<file path="src/rtl/mdf_pkg.sv">
package mdf_pkg;
   typedef enum logic [1:0] {
      V_DROP       = 2'd0,
      V_STORE      = 2'd1,
      V_STORE_ADDR = 2'd2
   } verdict_e;

   typedef enum logic [1:0] {
      EN_HOLD = 2'd0,
      EN_SET  = 2'd1,
      EN_CLR  = 2'd2
   } en_req_e;
endpackage

</file>
<file path="src/rtl/mdf_classify.sv">
module mdf_classify
   import mdf_pkg::*;
#(
   parameter int DATA_W = 8
) (
   input  logic              valid_i,
   input  logic [DATA_W-1:0] data_i,
   input  logic              addr_flag_i,
   input  logic              auto_mode_i,
   input  logic [DATA_W-1:0] match_addr_i,
   input  logic              rx_en_i,
   output verdict_e          verdict_o,
   output en_req_e           auto_req_o
);
   logic hit;
   assign hit = (data_i == match_addr_i);

   always_comb begin
      verdict_o  = V_DROP;
      auto_req_o = EN_HOLD;
      if (valid_i) begin
         if (addr_flag_i) begin
            if (!auto_mode_i) begin
               verdict_o = V_STORE_ADDR;
            end else if (hit) begin
               verdict_o  = V_STORE_ADDR;
               auto_req_o = EN_SET;
            end else begin
               auto_req_o = EN_CLR;
            end
         end else if (rx_en_i) begin
            verdict_o = V_STORE;
         end
      end
   end
endmodule

</file>
<file path="src/rtl/mdf_enable_ctl.sv">
module mdf_enable_ctl
   import mdf_pkg::*;
#(
   parameter bit CLR_WINS = 1'b1
) (
   input  logic    clk,
   input  logic    rst_n,
   input  logic    host_set_i,
   input  logic    host_clr_i,
   input  en_req_e auto_req_i,
   output logic    rx_en_o
);
   en_req_e host_req;
   en_req_e final_req;

   generate
      if (CLR_WINS) begin : g_clr_first
         always_comb begin
            if (host_clr_i)      host_req = EN_CLR;
            else if (host_set_i) host_req = EN_SET;
            else                 host_req = EN_HOLD;
         end
      end else begin : g_set_first
         always_comb begin
            if (host_set_i)      host_req = EN_SET;
            else if (host_clr_i) host_req = EN_CLR;
            else                 host_req = EN_HOLD;
         end
      end
   endgenerate

   assign final_req = (host_req != EN_HOLD) ? host_req : auto_req_i;

   always_ff @(posedge clk or negedge rst_n) begin
      if (!rst_n) begin
         rx_en_o <= 1'b0;
      end else begin
         case (final_req)
            EN_SET:  rx_en_o <= 1'b1;
            EN_CLR:  rx_en_o <= 1'b0;
            default: rx_en_o <= rx_en_o;
         endcase
      end
   end
endmodule

</file>
<file path="src/rtl/mdf_out_stage.sv">
module mdf_out_stage #(
   parameter int DATA_W    = 8,
   parameter int OUT_STAGE = 1
) (
   input  logic              clk,
   input  logic              rst_n,
   input  logic              push_i,
   input  logic [DATA_W-1:0] data_i,
   input  logic              flag_i,
   input  logic              irq_i,
   output logic              push_o,
   output logic [DATA_W-1:0] data_o,
   output logic              flag_o,
   output logic              irq_o
);
   generate
      if (OUT_STAGE != 0) begin : g_reg
         always_ff @(posedge clk or negedge rst_n) begin
            if (!rst_n) begin
               push_o <= 1'b0;
               data_o <= '0;
               flag_o <= 1'b0;
               irq_o  <= 1'b0;
            end else begin
               push_o <= push_i;
               data_o <= data_i;
               flag_o <= flag_i;
               irq_o  <= irq_i;
            end
         end
      end else begin : g_pass
         assign push_o = push_i;
         assign data_o = data_i;
         assign flag_o = flag_i;
         assign irq_o  = irq_i;
      end
   endgenerate
endmodule

</file>
<file path="src/rtl/mdf_addr_filter.sv">
module mdf_addr_filter
   import mdf_pkg::*;
#(
   parameter int DATA_W    = 8,
   parameter int OUT_STAGE = 1,
   parameter bit CLR_WINS  = 1'b1
) (
   input  logic              clk,
   input  logic              rst_n,
   input  logic              rx_valid_i,
   input  logic [DATA_W-1:0] rx_data_i,
   input  logic              rx_addr_flag_i,
   input  logic              auto_mode_i,
   input  logic [DATA_W-1:0] match_addr_i,
   input  logic              host_en_set_i,
   input  logic              host_en_clr_i,
   input  logic              lsi_en_i,
   output logic              fifo_push_o,
   output logic [DATA_W-1:0] fifo_data_o,
   output logic              fifo_flag_o,
   output logic              lsi_req_o,
   output logic              rx_enabled_o
);
   generate
      if (DATA_W < 1) begin : g_bad_width
         $error("mdf_addr_filter: DATA_W must be at least 1");
      end
      if (OUT_STAGE != 0 && OUT_STAGE != 1) begin : g_bad_stage
         $error("mdf_addr_filter: OUT_STAGE must be 0 or 1");
      end
   endgenerate

   verdict_e verdict;
   en_req_e  auto_req;
   logic     rx_en;
   logic     push_c;
   logic     irq_c;

   mdf_classify #(.DATA_W(DATA_W)) i_classify (
      .valid_i      (rx_valid_i),
      .data_i       (rx_data_i),
      .addr_flag_i  (rx_addr_flag_i),
      .auto_mode_i  (auto_mode_i),
      .match_addr_i (match_addr_i),
      .rx_en_i      (rx_en),
      .verdict_o    (verdict),
      .auto_req_o   (auto_req)
   );

   mdf_enable_ctl #(.CLR_WINS(CLR_WINS)) i_enable (
      .clk        (clk),
      .rst_n      (rst_n),
      .host_set_i (host_en_set_i),
      .host_clr_i (host_en_clr_i),
      .auto_req_i (auto_req),
      .rx_en_o    (rx_en)
   );

   assign push_c = (verdict != V_DROP);
   assign irq_c  = (verdict == V_STORE_ADDR) && lsi_en_i;

   mdf_out_stage #(.DATA_W(DATA_W), .OUT_STAGE(OUT_STAGE)) i_out (
      .clk    (clk),
      .rst_n  (rst_n),
      .push_i (push_c),
      .data_i (rx_data_i),
      .flag_i (rx_addr_flag_i),
      .irq_i  (irq_c),
      .push_o (fifo_push_o),
      .data_o (fifo_data_o),
      .flag_o (fifo_flag_o),
      .irq_o  (lsi_req_o)
   );

   assign rx_enabled_o = rx_en;
endmodule

</file>
<file path="config.mk">
export PLATFORM = sky130hd
export DESIGN_NAME = mdf_addr_filter
export DESIGN_NICKNAME = d
export VERILOG_FILES = /design/src/rtl/mdf_pkg.sv /design/src/rtl/mdf_classify.sv /design/src/rtl/mdf_enable_ctl.sv /design/src/rtl/mdf_out_stage.sv /design/src/rtl/mdf_addr_filter.sv
export SDC_FILE = /design/constraint.sdc
export NUM_CORES = 1
export LEC_CHECK = 0
export BUFFER_PORTS_ARGS = -buffer_cell sky130_fd_sc_hd__buf_4
export CAP_MARGIN = 20
export CORE_AREA = 2 2 39 41
export DETAILED_ROUTE_END_ITERATION = 10
export DIE_AREA = 0 0 41 43
export PLACE_DENSITY_LB_ADDON = 0.08
export SLEW_MARGIN = 20
export SYNTH_ARGS = -nofsm -noshare
export SYNTH_HDL_FRONTEND = slang
export SYNTH_HIERARCHICAL = 1
export SYNTH_SLANG_ARGS = --single-unit
</file>
<file path="constraint.sdc">
create_clock -name clk -period 1.08 [get_ports clk]
set_input_delay 0.108 -clock clk [delete_from_list [all_inputs] [get_ports clk]]
set_output_delay 0.108 -clock clk [all_outputs]
set_load 0.01 [all_outputs]
</file>
==> results <==
- For this run, the top clock speed supported by timing is just under 800 MHz.
- The maximum resistive drop on vdd is between 0.6 and 0.7 mV.
- Entering global routing, the biggest net connects 13 pins.
- The headroom to the max-slew limit is 0.838.
- The initial core utilization is 0.342.
- met2 is the most crowded layer.
- The routed via count is 466.
- For this run, global-route usage on met1 was measured as 0.205.
- The per-cell routed wire length is around 12 um.
- The number of nets in the final layout is roughly 120.
- CTS built an H-tree with a depth of 1.
- STA classifies the critical path startpoint as a primary input.
- The met2 track demand over resource is 0.256.
- For the final database, setup skew stands at around 0.0066 ns.
- The clock tree from TritonCTS is yes.
- In the finished design, the share of the clock period the worst path needs comes to 1.18.
- After floorplanning, the core was sized to cover roughly 0.0014 mm^2.
- Max-cap violations in this run came to 0.
- Clock-pin slew was measured on the worst setup and hold paths at about 0.070 ns.
- The worst hold path was traced through 2 stages.
- Summed over all cells, the static leakage comes to ~0.48 nW.
- The number of buffers added on ports is 35.
- The average via count per standard cell is between 4 and 5.
- The number of antenna violations at the first check in global routing is 0.
- The number of nets produced by synthesis is between 60 and 70.
- After detailed routing, the number of remaining DRC violations is 0.
- The mapped netlist covers 473 um^2.
- Subtracting the final worst setup slack from the clock period gives between 1 and 1.5 ns.
- The total overflow left after global routing is 0.
- The clock insertion delay at the later pin of the skew report is approximately 0.27 ns.
- The clock sink count is 12.
- The worst-margin pin slew is 0.241 ns.
- The cell area after placement is ~800 um^2.
- The checks that failed: setup timing.
- The synthesized netlist cell count is 38.
- With fillers left out, the area of the finished cells amounts to approximately 950 um^2.
- The number of global-route vias before repair is approximately 470.
- In this run the count of I/O pins placed on the die edge is 36.
- The worst setup path category is primary input to register.
- The floorplan step set the die height to 43 um.
- Of all nets on the critical path, the largest fanout is 2.
- In this run, the number of DRC markers left after iteration 0 of detailed routing was 3.
- In this run the mean area of a mapped cell was around 12 um^2.
- The share of post-route cells with drive strength above 1 is 0.578.
- The worst min-delay path category is primary input to register.
- The root buffer selected by CTS is clkbuf_4.
- STA classifies the critical path endpoint as a register.
- The global-route met3 utilization is 0.0471.
- The wire length of the first global-routing pass is 1.96 mm.
- The die covers 0.00176 mm^2.
- Before antenna repair, the detailed router went through 3 iterations.
- Once layout is complete, the utilization of the core stands at 0.687.
- The hold violation total from the final report is 0.
- The count of distinct cell types in the synthesized netlist is 14.
- For this run, the register share of the synthesized area comes to 0.635.
- The number of cells on the worst reg-to-reg path is 3.
- The post-detailed-route count of antenna-violating nets is 0.
- Setup violations remaining at the end of the flow were counted as 3.
- The buffer levels on the longest clock path is 2.
- The total wire length after detailed routing is roughly 1.2 mm.
- The initialized floorplan defines 14 standard-cell rows.
- The total global routing track utilization is 0.167.
- Summed over all nets, the half-perimeter wirelength after detailed placement is between 800 and 900 um.
- For this run, the number of Yosys warnings is 6.
- The die extent in x is 41 um.
- Setup repair after global routing could not meet its margin everywhere.
- The number of pins exceeding their max-slew limit in the final report is 0.
- The area overhead of the layout relative to synthesis is 101%.
- The number of clock buffers added by TritonCTS is 3.
- For this design the ratio of total power to cell area is between 1000 and 1500 mW/mm^2.
- At the worst endpoint, the required time is between 1 and 1.5 ns.
- The run finished, with violations left.
- The critical path data arrival time is 1.44 ns.
- After layout, the worst setup slack is -0.192 ns.
- The routability congestion estimate from global placement is between 0.6 and 0.7.
- The repair_antennas step left the layout with diodes totalling 0.
- The number of flip-flops and latches in the synthesized netlist is 12.
through the flow:
stage / TNS, ns / hold slack, ns / setup WS [ns] / power [mW] / std cells
after floorplan: -0.268 / -0.188 / -0.268 / 0.556 / 38
after global placement: -1.20 / -0.0462 / -0.516 / 0.702 / 95
after detailed placement: -1.28 / -0.0441 / -0.544 / 0.704 / 95
after CTS: -0.391 / 0.0246 / -0.206 / 1.00 / 106
after global routing: -0.695 / 0.0327 / -0.297 / 1.06 / 106
final: -0.404 / 0.0398 / -0.192 / 1.00 / 106
layout make-up:
type | instances | area, um^2
multi-input cells | 25 | 200
clock buffers | 3 | 22.5
flip-flops and latches | 12 | 300
fillers | 109 | 433
well taps | 16 | 20.0
inverters | 1 | 3.75
repair buffers | 49 | 404
worst max-delay path: stages:
cell,delay (ns)
buf_6,0.10
xor2_2,0.18
nor4_2,0.26
buf_4,0.16
a21oi_2,0.04
a21o_1,0.17
ha_1,0.30
nand2_1,0.06
o21ai_1,0.05
final timing paths:
check | startpoint | to | slack [ns]
setup / recovery | rx_data_i[0] | i_enable/rx_en_o$_DFFE_PN0P_ | -0.19
hold / removal | rx_data_i[6] | i_out/data_o[6]$_DFF_PN0_ | 0.04
setup reg to reg | i_enable/rx_en_o$_DFFE_PN0P_ | i_out/irq_o$_DFF_PN0_ | 0.21
hold reg to reg | i_enable/rx_en_o$_DFFE_PN0P_ | i_enable/rx_en_o$_DFFE_PN0P_ | 0.54
max in group asynchronous | rst_n | i_out/push_o$_DFF_PN0_ | 0.71
min in group asynchronous | rst_n | i_out/data_o[3]$_DFF_PN0_ | 0.21
placed cells by master (no fill, tap or decap), drive strengths merged, types with 2 or more instances in the layout:
cell          n
xor2          8
dfrtp        12
dlygate4sd3   7
nor2          2
buf          42
nor4          2
nand2         4
a21oi         2
clkbuf        3
what timing repair did:
item	in CTS	in global routing
endpoints found under the hold margin	18	0
gates resized for setup	6	5
cloned	0	0
endpoints found under the setup margin	3	3
pin swaps	12	9
setup buffers	1	0
hold buffers	7	0
flip-flops by register name (all words and copies together), names as in the netlist:
| register | cells |
|---|---|
| i_enable/rx_en_o | 1 |
| i_out/data_o | 8 |
| i_out/flag_o | 1 |
| i_out/irq_o | 1 |
| i_out/push_o | 1 |
cells in the mapped netlist:
cell type  instances  share of area
nor4_1             2          0.026
a21o_1             1          0.016
or2_1              1          0.013
nor2_1             2          0.016
o21bai_1           1          0.016
o21ai_0            1          0.011
xor2_1             8           0.15
and3b_2            1          0.021
nand2_1            4          0.032
nand3_1            1          0.011
ha_1               1          0.026
a21oi_1            2          0.021
dfrtp_1           12           0.63
inv_1              1         0.0079
where the power goes:
group / internal (mW) / total, mW / switching (mW)
combinational: 0.152 / 0.247 / 0.0947
clock: 0.129 / 0.268 / 0.139
sequential: 0.477 / 0.488 / 0.0112
total: 0.758 / 1.00 / 0.245
metal layers:
metal	wire length (um)	vias up
met2	642	20
met1	481	216
met3	87	2
li1	-	228
met5	0	-
met4	12	0
cell families after synthesis:
logic type	after synthesis	share of synthesized area
fa+ha+maj	1	0.0265
flops	12	0.635
buf+inv	1	0.00793
xor+xnor	8	0.148
compound gates	5	0.0635
simple gates	11	0.119
(Power assumes the default switching activity.)
